===== src/rtl/evarb_pkg.sv =====
package evarb_pkg;

  localparam int unsigned VEC_W    = 16;
  localparam int unsigned N_TRAP   = 8;
  localparam int unsigned N_LEVEL  = 8;
  localparam int unsigned LVL_W    = $clog2(N_LEVEL);
  localparam logic [VEC_W-1:0] PIRQ_VECTOR = 16'h00A0;

  // index 0 .. 7, highest index has highest precedence (7 = stack fatal)
  localparam logic [N_TRAP*VEC_W-1:0] TRAP_VEC_TABLE = {
    16'h0004, 16'h0008, 16'h00A8, 16'h001C,
    16'h0018, 16'h0014, 16'h0010, 16'h000C
  };

  typedef enum logic [1:0] {
    EV_NONE = 2'd0,
    EV_TRAP = 2'd1,
    EV_PIRQ = 2'd2,
    EV_BUS  = 2'd3
  } ev_kind_e;

endpackage


===== src/rtl/evarb_rst_sync.sv =====
module evarb_rst_sync #(
  parameter int unsigned STAGES = 2
) (
  input  logic clk,
  input  logic rst_n,
  output logic rst_n_sync
);

  logic [STAGES-1:0] sync_q;
  logic [STAGES-1:0] sync_d;

  always_comb begin
    sync_d = {sync_q[STAGES-2:0], 1'b1};
  end

  always_ff @(posedge clk or negedge rst_n) begin
    if (!rst_n) sync_q <= '0;
    else        sync_q <= sync_d;
  end

  assign rst_n_sync = sync_q[STAGES-1];

endmodule


===== src/rtl/evarb_trap_pick.sv =====
module evarb_trap_pick #(
  parameter int unsigned N     = 8,
  parameter int unsigned VW    = 16,
  parameter logic [N*VW-1:0] VTAB = '0
) (
  input  logic [N-1:0]  req,
  output logic          hit,
  output logic [N-1:0]  sel,
  output logic [VW-1:0] vec
);

  // later (higher) indices overwrite lower ones: highest index wins
  always_comb begin
    hit = 1'b0;
    sel = '0;
    vec = '0;
    for (int i = 0; i < int'(N); i++) begin
      if (req[i]) begin
        hit = 1'b1;
        sel = '0;
        sel[i] = 1'b1;
        vec = VTAB[i*VW +: VW];
      end
    end
  end

endmodule


===== src/rtl/evarb_irq_pick.sv =====
module evarb_irq_pick #(
  parameter int unsigned NL = 8,
  parameter int unsigned LW = 3
) (
  input  logic [NL-1:0] pirq,
  input  logic [LW-1:0] pri,
  input  logic          bus_pend,
  input  logic [LW-1:0] bus_lvl,
  output logic          pirq_hit,
  output logic          bus_hit
);

  logic [NL-1:0] lvl_ok;
  logic [NL-1:0] p_at;
  logic [NL-1:0] b_at;

  genvar g;
  generate
    for (g = 0; g < int'(NL); g++) begin : g_lvl
      assign lvl_ok[g] = (LW'(g) > pri);
      assign p_at[g]   = lvl_ok[g] & pirq[g];
      assign b_at[g]   = lvl_ok[g] & bus_pend & (bus_lvl == LW'(g)) & ~pirq[g];
    end
  endgenerate

  // scan upward, overwriting: the highest eligible level decides
  always_comb begin
    pirq_hit = 1'b0;
    bus_hit  = 1'b0;
    for (int l = 1; l < int'(NL); l++) begin
      if (p_at[l]) begin
        pirq_hit = 1'b1;
        bus_hit  = 1'b0;
      end else if (b_at[l]) begin
        pirq_hit = 1'b0;
        bus_hit  = 1'b1;
      end
    end
  end

endmodule


===== src/rtl/evarb_top.sv =====
module evarb_top
  import evarb_pkg::*;
#(
  parameter int unsigned NT = N_TRAP,
  parameter int unsigned NL = N_LEVEL,
  parameter int unsigned VW = VEC_W,
  parameter logic [NT*VW-1:0] VTAB = TRAP_VEC_TABLE,
  parameter logic [VW-1:0] PIRQ_VEC = PIRQ_VECTOR
) (
  input  logic           clk,
  input  logic           rst_n,
  input  logic [NT-1:0]  trap_req,
  input  logic [NL-1:0]  pirq_req,
  input  logic [$clog2(NL)-1:0] cur_pri,
  input  logic           bus_pend,
  input  logic [$clog2(NL)-1:0] bus_lvl,
  input  logic [VW-1:0]  bus_vec,
  input  logic           wait_st,
  output logic           take,
  output logic [VW-1:0]  vector,
  output logic [NT-1:0]  trap_clr,
  output logic           bus_ack,
  output logic           wake
);

  localparam int unsigned LW = $clog2(NL);

  logic          rst_s;
  logic          t_hit;
  logic [NT-1:0] t_sel;
  logic [VW-1:0] t_vec;
  logic          p_hit;
  logic          b_hit;

  ev_kind_e      kind_d, kind_q;
  logic [VW-1:0] vec_d, vec_q;
  logic [NT-1:0] clr_d, clr_q;
  logic          wake_d, wake_q;

  evarb_rst_sync #(.STAGES(2)) i_rst_sync (
    .clk        (clk),
    .rst_n      (rst_n),
    .rst_n_sync (rst_s)
  );

  evarb_trap_pick #(.N(NT), .VW(VW), .VTAB(VTAB)) i_trap_pick (
    .req (trap_req),
    .hit (t_hit),
    .sel (t_sel),
    .vec (t_vec)
  );

  evarb_irq_pick #(.NL(NL), .LW(LW)) i_irq_pick (
    .pirq     (pirq_req),
    .pri      (cur_pri),
    .bus_pend (bus_pend),
    .bus_lvl  (bus_lvl),
    .pirq_hit (p_hit),
    .bus_hit  (b_hit)
  );

  // next-state
  always_comb begin
    kind_d = EV_NONE;
    vec_d  = '0;
    clr_d  = '0;
    wake_d = 1'b0;
    if (t_hit) begin
      kind_d = EV_TRAP;
      vec_d  = t_vec;
      clr_d  = t_sel;
    end else if (p_hit) begin
      kind_d = EV_PIRQ;
      vec_d  = PIRQ_VEC;
    end else if (b_hit) begin
      kind_d = EV_BUS;
      vec_d  = bus_vec;
      wake_d = wait_st;
    end
  end

  // registers
  always_ff @(posedge clk or negedge rst_s) begin
    if (!rst_s) begin
      kind_q <= EV_NONE;
      vec_q  <= '0;
      clr_q  <= '0;
      wake_q <= 1'b0;
    end else begin
      kind_q <= kind_d;
      vec_q  <= vec_d;
      clr_q  <= clr_d;
      wake_q <= wake_d;
    end
  end

  assign take     = (kind_q != EV_NONE);
  assign vector   = vec_q;
  assign trap_clr = clr_q;
  assign bus_ack  = (kind_q == EV_BUS);
  assign wake     = wake_q;

  // any pending trap beats every interrupt
  a_r1_trap_wins: assert property (@(posedge clk) disable iff (!rst_s)
    (|trap_req) |=> (take && !bus_ack && !wake));

  // clear mask is one-hot and names a request that was pending
  a_r3_clr_onehot: assert property (@(posedge clk) disable iff (!rst_s)
    (|trap_req) |=> ($countones(trap_clr) == 1 && (trap_clr & ~$past(trap_req)) == '0));

  // an acknowledged bus interrupt was above the priority
  a_r4_level_above: assert property (@(posedge clk) disable iff (!rst_s)
    (bus_pend && bus_lvl <= cur_pri && trap_req == '0 && pirq_req == '0) |=> !take);

  // wake only accompanies a bus acknowledge
  a_r8_wake_bus: assert property (@(posedge clk) disable iff (!rst_s)
    wake |-> bus_ack);

  // idle outputs are all zero
  a_r9_idle_zero: assert property (@(posedge clk) disable iff (!rst_s)
    !take |-> (vector == '0 && trap_clr == '0 && !bus_ack && !wake));

  // one event per cycle
  a_r9_single: assert property (@(posedge clk) disable iff (!rst_s)
    $onehot0({|trap_clr, bus_ack}));

endmodule


===== config.mk =====
export PLATFORM = sky130hd
export DESIGN_NAME = evarb_top
export DESIGN_NICKNAME = d
export VERILOG_FILES = /design/src/rtl/evarb_pkg.sv /design/src/rtl/evarb_rst_sync.sv /design/src/rtl/evarb_trap_pick.sv /design/src/rtl/evarb_irq_pick.sv /design/src/rtl/evarb_top.sv
export SDC_FILE = /design/constraint.sdc
export NUM_CORES = 1
export LEC_CHECK = 0
export BUFFER_PORTS_ARGS = -buffer_cell sky130_fd_sc_hd__buf_2
export CORE_ASPECT_RATIO = 1.4
export CORE_MARGIN = 1.5
export CORE_UTILIZATION = 43
export DETAILED_ROUTE_END_ITERATION = 8
export PLACE_DENSITY = 0.76
export REMOVE_ABC_BUFFERS = 1
export SYNTH_ARGS = -nofsm -noshare
export SYNTH_HDL_FRONTEND = slang
export SYNTH_HIERARCHICAL = 1
export SYNTH_SLANG_ARGS = --single-unit

===== constraint.sdc =====
create_clock -name clk -period 0.9 [get_ports clk]
set_input_delay 0.225 -clock clk [delete_from_list [all_inputs] [get_ports clk]]
set_output_delay 0.225 -clock clk [all_outputs]
set_load 0.02 [all_outputs]

==> results by group <==
Outcome
  – Outcome: finished, violations left
  – Failing checks: setup timing

Die
  – Area of the core: 3676 sq um
  – I/O Pins: 69
  – Die Wd: 55.60 um
  – Die span in y: 76.64 um
  – Cell Rows: 26
  – Die Area: 4261 sq um
  – Starting Density: 45.30%

Place
  – Gpl congestion: 0.9138
  – Port Buffers: 67
  – Dpl ws: -0.8025 ns
  – Final HPWL DP: 2964 um

Global routing
  – GR Overflow Total: 0
  – Total global-route track usage: 21.68%
  – Largest net degree at the start of global routing: 28
  – Antenna violations before repair: 0
  – Vias in the first global route: 1671
  – First-pass GRT wire length: 7203 um

Power
  – Peak VDD IR: 0.001308 V
  – Pwr Density: 1136 nW/um^2
  – Leakage power: 1.405 nW

Critical path
  – Crit path capture type: flop
  – Crit path kind: primary input to flop
  – Critical path data arrival time: 1.61 ns
  – Required @ worst endpoint: 1.10 ns
  – Worst-path cell chain: buf_6 -> or3_4 -> nor3_4 -> nand3b_1 -> buf_6 -> buf_6 -> nand2b_4 -> o21ai_2
  – FF-to-FF setup slack: 0.43 ns
  – Crit path buf inv count: 3
  – CP Max Fanout: 6
  – CP max stage cell: or3_4
  – Max incr delay on CP: 0.40 ns
  – Most used cell, CP: buf_6
  – CP delay by family, top: simple AND/OR/NAND/NOR gates
  – Crit start category: primary input

Logic synthesis
  – Ys Warns: 6
  – Top cells by area, synth: dfrtp_1 (44%), buf_4 (7.2%), nand2b_1 (6.0%)
  – Register area share after synthesis: 43.58%
  – Synthesized area per cell: 9.304 sq um
  – Post-Synthesis Cells: 179
  – Synth cell types: 36
  – Area share of the largest cell type after synthesis: 43.58%
  – Yosys top cell by area: dfrtp_1
  – Post-Syn Area: 1665 sq um
  – Register bit total from synthesis: 29

Routing
  – Total number of vias: 1659
  – Antenna viol nets, final: 0
  – Drt via density: 5.105
  – DR iter-0 viols: 57
  – Final wirelength: 4904 um
  – Wirelength per Cell: 15.09 um
  – DR DRC count: 0
  – Pre-antenna DRT Iters: 4

Timing
  – Max-slew violations: 0
  – Setup TNS: -15.65 ns
  – RSZ-0062 raised after global routing: true
  – Final Critical Period: 1.407 ns
  – Final Hold Vio Count: 0
  – Final period utilization: 156.4%
  – Final worst setup slack: -0.5074 ns
  – Worst Skew: 0.003920 ns
  – Setup violators final: 54
  – Max Fclk: 710.5 MHz

Clocking
  – Clock sinks: 29
  – Clock tree from TritonCTS: done
  – Clk Latency, worst-skew pair: 0.28 ns
  – CTS root buf: clkbuf_8
  – CTS clock-pin slew for the worst setup and hold paths: 0.06 ns
  – Clock tree buffer depth: 2
  – Num CTS Buffers: 5
  – CTS H-tree depth: 2

Min path
  – Hold Crit Class: primary input to flop

Finish
  – Most frequent cells in the layout: buf_6 (39), buf_2 (36), buf_4 (30), dfrtp_1 (29), nand2_1 (17)
  – Most common cell after layout, fill and taps aside: buf_6
  – Antenna diode count: 0
  – Final-stage net count: 324
  – Share of layout cells above drive strength 1: 54.06%
  – Layout area overhead: 63.41%

Job
  – Max-cap viol count: 0
synth_stat cells, drive strengths merged:
cell type  number
a211oi          2
nand4bb         1
buf            22
dfrtp          29
o22ai           2
nor3            5
or3             2
conb            2
nor2            8
a31oi           2
mux2i           1
nand2b         17
inv             4
a21oi          10
nand3           2
and3            2
nand3b          2
o41ai           1
nor2b           2
o211ai          5
a32oi           1
nand2          17
o21ai          16
and2           11
and3b           1
nand4           2
or2             1
a31o            2
nor4b           1
nor3b           6
per-stage QoR:
step                hold slack (ns)  total power (W)  std cells  utilization (%)  instance area (sq um)
floorplan                  -0.07059         0.001614        167                -                   1515
global placement           0.009178         0.001917        306            58.24                   2141
detailed placement          0.01461         0.001930        306            58.24                   2141
CTS                          0.1837         0.003040        317            68.38                   2514
global route                 0.1944         0.003246        325            74.03                   2721
finish                       0.1901         0.003092        325            74.03                   2721
worst min-delay path: stages:
cell and delay, ns:
buf_2 0.09, nand2b_1 0.05, o21ai_1 0.05
cell families (layout without fill, tap and decap cells):
| group | count (synthesis) | count (layout) | share of synthesized area (%) |
|---|---|---|---|
| AOI/OAI and AO/OA | 41 | 41 | 14.58 |
| buffers and inverters | 26 | 119 | 12.17 |
| DFF | 29 | 29 | 43.58 |
| muxes | 1 | 1 | 0.6011 |
| other | 2 | 12 | 0.4510 |
| and+or+nand+nor | 80 | 81 | 28.63 |
area by class of cell:
cell class	count	area, sq um
clock buffers	6	72.57
clock inverters	2	10.01
fillers	263	954.7
inverters	4	15.01
multi-input cells	135	970.9
flip-flops and latches	29	725.7
well taps	42	52.55
repair buffers	107	874.6
worst paths after layout:
path / to / start / depth (start not counted)
min in group asynchronous: trap_clr[6] / i_rst_sync/sync_q[1] / 1
worst min register to register: trap_clr[6] / i_rst_sync/sync_q[1] / 1
max in group asynchronous: vector[1] / i_rst_sync/sync_q[1] / 1
worst max register to register: i_rst_sync/sync_q[1] / i_rst_sync/sync_q[0] / 0
worst max-delay path: vector[11] / trap_req[7] / 8
worst min-delay path: vector[4] / bus_vec[4] / 3
power breakdown:
part / switching (W) / total, W / internal [W]
Clock: 0.000474 / 0.00101 / 0.000534
Combinational: 0.000341 / 0.000702 / 0.000362
Sequential: 0.0000269 / 0.00138 / 0.00136
timing repair:
action                                 CTS  global route
pin swaps                                4            19
cloned                                   0             5
setup buffers                            2             3
endpoints found under the hold margin    2             0
resized for setup                       79            32
hold buffers                             1             0
setup endpoints to repair               54            54
state kept, by name, summed over array words and instances (netlist names):
name / count
i_rst_sync/sync_q: 2
kind_q: 2
trap_clr: 8
vector: 16
wake: 1
per-layer routing:
layer	part of all wire, %	up-vias	track usage, %	wire [um]
li1	-	798	-	-
met1	34	802	20.63	1660
met2	60	50	41.67	2930
met3	4.1	9	5.772	203
met4	2.2	0	10.00	110
met5	0	-	0	0
Power figures use the tool's default switching activity.
